==> src/rtl/ipc_fabric_pkg.sv <==
package ipc_fabric_pkg;

    localparam int ADDR_W = 8;
    localparam int DATA_W = 32;
    localparam int CHAN_W = 5;

    typedef enum logic [2:0] {
        K_SEND  = 3'd0,
        K_TMASK = 3'd1,
        K_LMASK = 3'd2,
        K_FLAG  = 3'd3,
        K_CTRL  = 3'd4
    } reg_kind_e;

    typedef enum logic [4:0] {
        C_EN    = 5'd0,
        C_ENSET = 5'd1,
        C_ENCLR = 5'd2,
        C_PEND  = 5'd3,
        C_ERR   = 5'd4
    } ctrl_sel_e;

endpackage

==> src/rtl/ipc_regdec.sv <==
module ipc_regdec
    import ipc_fabric_pkg::*;
#(
    parameter int N_CH = 4
) (
    input  logic              wr_en,
    input  logic [ADDR_W-1:0] addr,
    input  logic [DATA_W-1:0] wdata,
    input  logic [N_CH-1:0]   sub_i,
    output reg_kind_e         kind,
    output ctrl_sel_e         csel,
    output logic [N_CH-1:0]   chan_sel,
    output logic [N_CH-1:0]   chan_wr,
    output logic [N_CH-1:0]   trig,
    output logic              data_zero,
    output logic              bad_wr
);

    logic [CHAN_W-1:0] chan;
    logic              chan_kind;
    logic              chan_ok;

    always_comb begin
        kind      = reg_kind_e'(addr[7:5]);
        chan      = addr[4:0];
        csel      = ctrl_sel_e'(chan);
        data_zero = (wdata == '0);
        chan_kind = (addr[7:5] <= 3'd3);
        chan_ok   = (32'(chan) < N_CH);
        bad_wr    = wr_en && chan_kind && !chan_ok;
    end

    for (genvar c = 0; c < N_CH; c++) begin : g_chan
        always_comb begin
            chan_sel[c] = (chan == CHAN_W'(c));
            chan_wr[c]  = wr_en && chan_sel[c];
            trig[c]     = sub_i[c] || (chan_wr[c] && kind == K_SEND && !data_zero);
        end
    end

endmodule

==> src/rtl/ipc_backbone.sv <==
module ipc_backbone #(
    parameter int N_INST = 2,
    parameter int BB_W   = 8
) (
    input  logic [N_INST-1:0][BB_W-1:0] send_i,
    output logic [BB_W-1:0]             line_o
);

    always_comb begin
        line_o = '0;
        for (int k = 0; k < N_INST; k++) begin
            line_o = line_o | send_i[k];
        end
    end

endmodule

==> src/rtl/ipc_node.sv <==
module ipc_node
    import ipc_fabric_pkg::*;
#(
    parameter int N_CH = 4,
    parameter int BB_W = 8
) (
    input  logic              clk,
    input  logic              rst_n,
    input  logic              wr_en,
    input  logic [ADDR_W-1:0] addr,
    input  logic [DATA_W-1:0] wdata,
    output logic [DATA_W-1:0] rdata,
    input  logic [N_CH-1:0]   sub_i,
    input  logic [BB_W-1:0]   line_i,
    output logic [BB_W-1:0]   send_o,
    output logic [N_CH-1:0]   pulse_o,
    output logic              irq_o
);

    typedef struct packed {
        logic [N_CH-1:0][BB_W-1:0] tmask;
        logic [N_CH-1:0][BB_W-1:0] lmask;
        logic [N_CH-1:0]           flag;
        logic [N_CH-1:0]           en;
        logic [N_CH-1:0]           pulse;
        logic                      err;
    } node_st_t;

    node_st_t st_d, st_q;

    reg_kind_e       kind;
    ctrl_sel_e       csel;
    logic [N_CH-1:0] chan_sel;
    logic [N_CH-1:0] chan_wr;
    logic [N_CH-1:0] trig;
    logic            data_zero;
    logic            bad_wr;
    logic [N_CH-1:0] hit;
    logic [N_CH-1:0] pend;

    ipc_regdec #(.N_CH(N_CH)) u_dec (
        .wr_en     (wr_en),
        .addr      (addr),
        .wdata     (wdata),
        .sub_i     (sub_i),
        .kind      (kind),
        .csel      (csel),
        .chan_sel  (chan_sel),
        .chan_wr   (chan_wr),
        .trig      (trig),
        .data_zero (data_zero),
        .bad_wr    (bad_wr)
    );

    // outgoing broadcast lines
    always_comb begin
        send_o = '0;
        for (int c = 0; c < N_CH; c++) begin
            if (trig[c]) send_o = send_o | st_q.tmask[c];
        end
    end

    // listen match against the shared lines
    always_comb begin
        for (int i = 0; i < N_CH; i++) begin
            hit[i] = |(st_q.lmask[i] & line_i);
        end
    end

    always_comb begin
        st_d       = st_q;
        st_d.pulse = hit;
        for (int i = 0; i < N_CH; i++) begin
            if (chan_wr[i]) begin
                case (kind)
                    K_TMASK: st_d.tmask[i] = wdata[BB_W-1:0];
                    K_LMASK: st_d.lmask[i] = wdata[BB_W-1:0];
                    K_FLAG:  if (data_zero) st_d.flag[i] = 1'b0;
                    default: ;
                endcase
            end
        end
        st_d.flag = st_d.flag | hit;
        if (wr_en && kind == K_CTRL) begin
            case (csel)
                C_EN:    st_d.en = wdata[N_CH-1:0];
                C_ENSET: st_d.en = st_q.en | wdata[N_CH-1:0];
                C_ENCLR: st_d.en = st_q.en & ~wdata[N_CH-1:0];
                default: ;
            endcase
        end
        if (bad_wr) st_d.err = 1'b1;
    end

    always_ff @(posedge clk or negedge rst_n) begin
        if (!rst_n) st_q <= '0;
        else        st_q <= st_d;
    end

    always_comb begin
        pend    = st_q.en & st_q.flag;
        irq_o   = |pend;
        pulse_o = st_q.pulse;
    end

    always_comb begin
        rdata = '0;
        if (kind == K_CTRL) begin
            case (csel)
                C_EN, C_ENSET, C_ENCLR: rdata[N_CH-1:0] = st_q.en;
                C_PEND:                 rdata[N_CH-1:0] = pend;
                C_ERR:                  rdata[0]        = st_q.err;
                default: ;
            endcase
        end else begin
            for (int c = 0; c < N_CH; c++) begin
                if (chan_sel[c]) begin
                    case (kind)
                        K_TMASK: rdata[BB_W-1:0] = st_q.tmask[c];
                        K_LMASK: rdata[BB_W-1:0] = st_q.lmask[c];
                        K_FLAG:  rdata[0]        = st_q.flag[c];
                        default: ;
                    endcase
                end
            end
        end
    end

    for (genvar i = 0; i < N_CH; i++) begin : g_chk
        // a listen match is latched as a doorbell flag
        a_r4_flag_set : assert property (@(posedge clk) disable iff (!rst_n)
            hit[i] |=> st_q.flag[i]);
        // a notification pulse only accompanies a set flag
        a_r6_pulse_flag : assert property (@(posedge clk) disable iff (!rst_n)
            pulse_o[i] |-> st_q.flag[i]);
        // a zero write with no competing send clears the flag
        a_r10_clear : assert property (@(posedge clk) disable iff (!rst_n)
            (chan_wr[i] && kind == K_FLAG && data_zero && !hit[i]) |=> !st_q.flag[i]);
    end

    // the error flag is sticky
    a_r11_err_sticky : assert property (@(posedge clk) disable iff (!rst_n)
        st_q.err |=> st_q.err);
    // an out-of-range write leaves the masks untouched
    a_r11_ignored : assert property (@(posedge clk) disable iff (!rst_n)
        bad_wr |=> ($stable(st_q.tmask) && $stable(st_q.lmask)));
    // with nothing enabled the interrupt stays low
    a_r5_no_irq : assert property (@(posedge clk) disable iff (!rst_n)
        (st_q.en == '0) |-> !irq_o);

endmodule

==> src/rtl/ipc_fabric.sv <==
module ipc_fabric
    import ipc_fabric_pkg::*;
#(
    parameter int N_INST = 2,
    parameter int N_CH   = 4,
    parameter int BB_W   = 8,
    localparam int SEL_W = (N_INST > 1) ? $clog2(N_INST) : 1
) (
    input  logic                   clk,
    input  logic                   rst_n,
    input  logic                   reg_wr,
    input  logic [SEL_W-1:0]       reg_sel,
    input  logic [ADDR_W-1:0]      reg_addr,
    input  logic [DATA_W-1:0]      reg_wdata,
    output logic [DATA_W-1:0]      reg_rdata,
    input  logic [N_INST*N_CH-1:0] send_pulse_i,
    output logic [N_INST*N_CH-1:0] evt_pulse_o,
    output logic [N_INST-1:0]      irq_o
);

    logic [N_INST-1:0][BB_W-1:0]   node_send;
    logic [BB_W-1:0]               lines;
    logic [N_INST-1:0][DATA_W-1:0] node_rd;

    ipc_backbone #(.N_INST(N_INST), .BB_W(BB_W)) u_bb (
        .send_i (node_send),
        .line_o (lines)
    );

    for (genvar k = 0; k < N_INST; k++) begin : g_node
        ipc_node #(.N_CH(N_CH), .BB_W(BB_W)) u_node (
            .clk     (clk),
            .rst_n   (rst_n),
            .wr_en   (reg_wr && reg_sel == SEL_W'(k)),
            .addr    (reg_addr),
            .wdata   (reg_wdata),
            .rdata   (node_rd[k]),
            .sub_i   (send_pulse_i[k*N_CH +: N_CH]),
            .line_i  (lines),
            .send_o  (node_send[k]),
            .pulse_o (evt_pulse_o[k*N_CH +: N_CH]),
            .irq_o   (irq_o[k])
        );
    end

    always_comb begin
        reg_rdata = '0;
        for (int k = 0; k < N_INST; k++) begin
            if (reg_sel == SEL_W'(k)) reg_rdata = node_rd[k];
        end
    end

endmodule

==> config.mk <==
export PLATFORM = sky130hd
export DESIGN_NAME = ipc_fabric
export DESIGN_NICKNAME = d
export VERILOG_FILES = /design/src/rtl/ipc_fabric_pkg.sv /design/src/rtl/ipc_regdec.sv /design/src/rtl/ipc_backbone.sv /design/src/rtl/ipc_node.sv /design/src/rtl/ipc_fabric.sv
export SDC_FILE = /design/constraint.sdc
export NUM_CORES = 1
export LEC_CHECK = 0
export CAP_MARGIN = 20
export CORE_ASPECT_RATIO = 1.5
export CORE_MARGIN = 2
export CORE_UTILIZATION = 45
export CTS_CLUSTER_DIAMETER = 30
export DETAILED_ROUTE_END_ITERATION = 8
export PLACE_DENSITY = 0.77
export SETUP_SLACK_MARGIN = 0.15
export SLEW_MARGIN = 15
export SYNTH_ARGS = -nofsm -noshare
export SYNTH_HDL_FRONTEND = slang
export SYNTH_SLANG_ARGS = --single-unit
==> constraint.sdc <==
create_clock -name clk -period 2.6 [get_ports clk]
set_input_delay 0.52 -clock clk [delete_from_list [all_inputs] [get_ports clk]]
set_output_delay 0.52 -clock clk [all_outputs]
set_load 0.1 [all_outputs]
==> metrics.md <==
| Metric | Value |
|---|---|
| Final instance area | `13870 sq um` |
| H-tree Lvls | `4` |
| Mapped Cells | `around 900` |
| Post-synth cell types | `80` |
| Ys async rst share | `1.000` |
| Slowest CP cell | `or4b_4` |
| I/O Buffers | `between 60 and 70` |
| Largest area contributor in the netlist | `dfrtp_1` |
| Status | `finished with violations` |
| Buf/Inv on CP | `2` |
| CP top delay family | `simple AND/OR/NAND/NOR gates` |
| Max-Cap Viols | `0` |
| PD cells | `494.4 nW/um^2` |
| Filler cell count | `1514` |
| DRC violations left | `0` |
| Inst Count DP | `1337` |
| Clk sink count | `154` |
| ANT cells | `0` |
| Clock period minus worst slack | `2.903 ns` |
| Final ANT Viol Nets | `0` |
| Setup CP Type | `input port to output pin` |
| Yosys reg bits | `154` |
| Post-Place Cell Area | `11820 sq um` |
| Multi-input logic area | `between 5000 and 6000 sq um` |
| Slew headroom | `0.5076` |
| Top-count cell post-synth | `dfrtp_1` |
| Hold crit path type | `input port to async pin` |
| Total Power | `0.006855 W` |
| Clock transition at path regs | `0.06 ns` |
| Starting Density | `0.4564` |
| Largest net degree at the start of global routing | `55` |
| RSZ-0062 raised after global routing | `true` |
| Fmax | `0.3445 GHz` |
| Ys flop type | `dfrtp_1` |
| Via Count | `9725` |
| Sequential cell area fraction in the yosys report | `0.4152` |
| Final nets | `1197` |
| Pre-CTS setup slack | `-0.8704 ns` |
| Final WS setup | `-0.3025 ns` |
| Post-synth top cells | `dfrtp_1 (154), mux2_2 (139), a22oi_1 (82)` |
| Final WL | `43850 um` |
| Setup violators final | `12` |
| CTS tree | `built` |
| 1st-pass router iterations | `8` |
| CTS max path bufs | `2` |
| Die ar. | `between 20000 and 25000 sq um` |
| Min Hold Slack | `roughly 0.028 ns` |
| Max rail drop VDD | `about 0.56 mV` |
| Layout cells sized above 1 | `0.5371` |
| Ranking of synthesized cells by area | `dfrtp_1 (42%), mux2_2 (17%), a22oi_1 (6.6%)` |
| CP Data Required Time | `2.08 ns` |
| Routed WL per cell | `~31 um` |
| Area share of the largest cell type after synthesis | `0.4152` |
| Leak pwr | `6.290 nW` |
| Final hold viol count | `0` |
| CP Launch Type | `input port` |
| Total Routing Usage GR | `0.3984` |
| GPL Wtd Cong | `1.036` |
| Area Growth Syn to Fin | `49.37%` |
| Vias in the first global route | `9731` |
| Row cnt | `between 60 and 70` |
| Post-Syn Area per Cell | `10.62 sq um` |
| Routed vias/inst | `about 6.8` |
| Core box area | `between 20000 and 25000 sq um` |
| Die Ht | `179.9 um` |
| Critical path, cell by cell | `buf_6 > or4b_4 > or2_4 > a221oi_2 > nor2_1 > a21oi_2 > o32a_1 > o21ai_2 > buf_12` |
| Worst path arrival time | `between 2 and 2.5 ns` |
| Cell Area, Synth | `9283 sq um` |
| TritonCTS buffer count | `17` |
| Clk_lat worst skew | `0.45 ns` |
| I/O pin count | `94` |
| Worst path max stage delay | `0.57 ns` |
| First-pass GRT wire length | `~63000 um` |
| Initial antenna violation count | `2` |
| Period utilisation layout | `1.116` |
| Die width | `121.3 um` |
| Slew Limit Fails | `0` |
| Reg area | `3854 sq um` |
| Overflow after GRT | `0` |
| Actual slew at the worst max-slew pin | `0.7330 ns` |
| Clock Root Buffer | `clkbuf_16` |
| Crit path max fanout | `5` |
| Clock skew | `0.01043 ns` |
| Post-DP HPWL | `32010 um` |
| Final non-filler cell total | `1422` |
| Failing checks | `negative setup slack` |
| Post-synth EDFFs | `0` |
| Synthesis Warnings | `0` |
| 1st-iter DRT viols | `1301` |
| Critical path capture point type | `output pin` |
## cell type report
cell class | instances | area share
clock buffer | 20 | 0.03366
clock inverter | 12 | 0.01336
inverter | 10 | 0.002707
multi-input combinational | 639 | 0.4295
sequential | 154 | 0.2779
tap | 264 | 0.02382
timing repair buffer | 323 | 0.2190
## flip-flops by register name (all words and copies together), names as in the netlist
name / count
g_node.u_node.st_q: 146
g_node.u_node.pulse_o: 8
## worst register-to-register path: stages (launching register included)
cell and delay [ns]:
dfrtp_1 0.38, and3_4 0.17, a21o_1 0.18, a222oi_1 0.54, a2bb2oi_4 0.20, buf_12 0.17
buf_6 0.10, o2111ai_2 0.12, a211oi_2 0.17, buf_4 0.15, nand4_1 0.07
## logic make-up after synthesis
family,count (synthesis),share of synthesized area
AO/OA/AOI/OAI,283,0.2282
XOR/XNOR,3,0.002831
buffers and inverters,105,0.06173
flip-flops,154,0.4152
multiplexers,147,0.1777
other,1,0.0004040
AND/OR/NAND/NOR,181,0.1140
## where the power goes
group | internal [W] | switching [W] | total [W]
clock | 0.00170 | 0.00108 | 0.00277
combinational | 0.000512 | 0.000881 | 0.00139
sequential | 0.00251 | 0.000181 | 0.00269
## per-stage QoR
| stage | utilization | setup TNS [ns] |
|---|---|---|
| floorplan | - | -5.665 |
| global placement | 0.5809 | -42.82 |
| detailed placement | 0.5809 | -44.16 |
| CTS | 0.6608 | -1.866 |
| global route | 0.6817 | -3.327 |
| finish | 0.6817 | -2.892 |
## routing by layer
| layer | global-route usage | routed length [um] | part of all wire |
|---|---|---|---|
| met1 | 0.4516 | 14830 | 0.34 |
| met2 | 0.6515 | 21070 | 0.48 |
| met3 | 0.07202 | 3632 | 0.083 |
| met4 | 0.3136 | 4316 | 0.098 |
| met5 | 0 | 0 | 0 |
## path summary, 6_finish.rpt
path,start,endpoint,slack [ns],cells past startpoint
max reg2reg,g_node[1].u_node.st_q[73],g_node[1].u_node.st_q[10],0.23,10
max,reg_addr[4],reg_rdata[0],-0.30,9
min,rst_n,g_node[1].u_node.st_q[66],0.03,1
min reg2reg,g_node[0].u_node.st_q[0],g_node[0].u_node.st_q[0],0.47,1
max in group asynchronous,rst_n,g_node[1].u_node.st_q[7],1.90,2
min in group clk,g_node[0].u_node.st_q[0],g_node[0].u_node.st_q[0],0.47,1
## layout by cell type (no fill, tap or decap), types with 19 or more instances in the layout
cell type and instances:
a22oi_1 79, buf_4 193, buf_6 50, conb_1 24, mux2_2 130, nand2_1 31, a21oi_1 21, nor2_1 19
buf_12 28, nand4_1 20, dfrtp_1 154
## what timing repair did
item / 4_1_cts / 5_1_grt
pin swaps: 64 / 64
gates resized for setup: 221 / 121
cloned: 3 / 0
buffers inserted: 39 / 11
hold buffers: 0 / 0
endpoints found under the setup margin: 55 / 28
(Power assumes the default switching activity.)
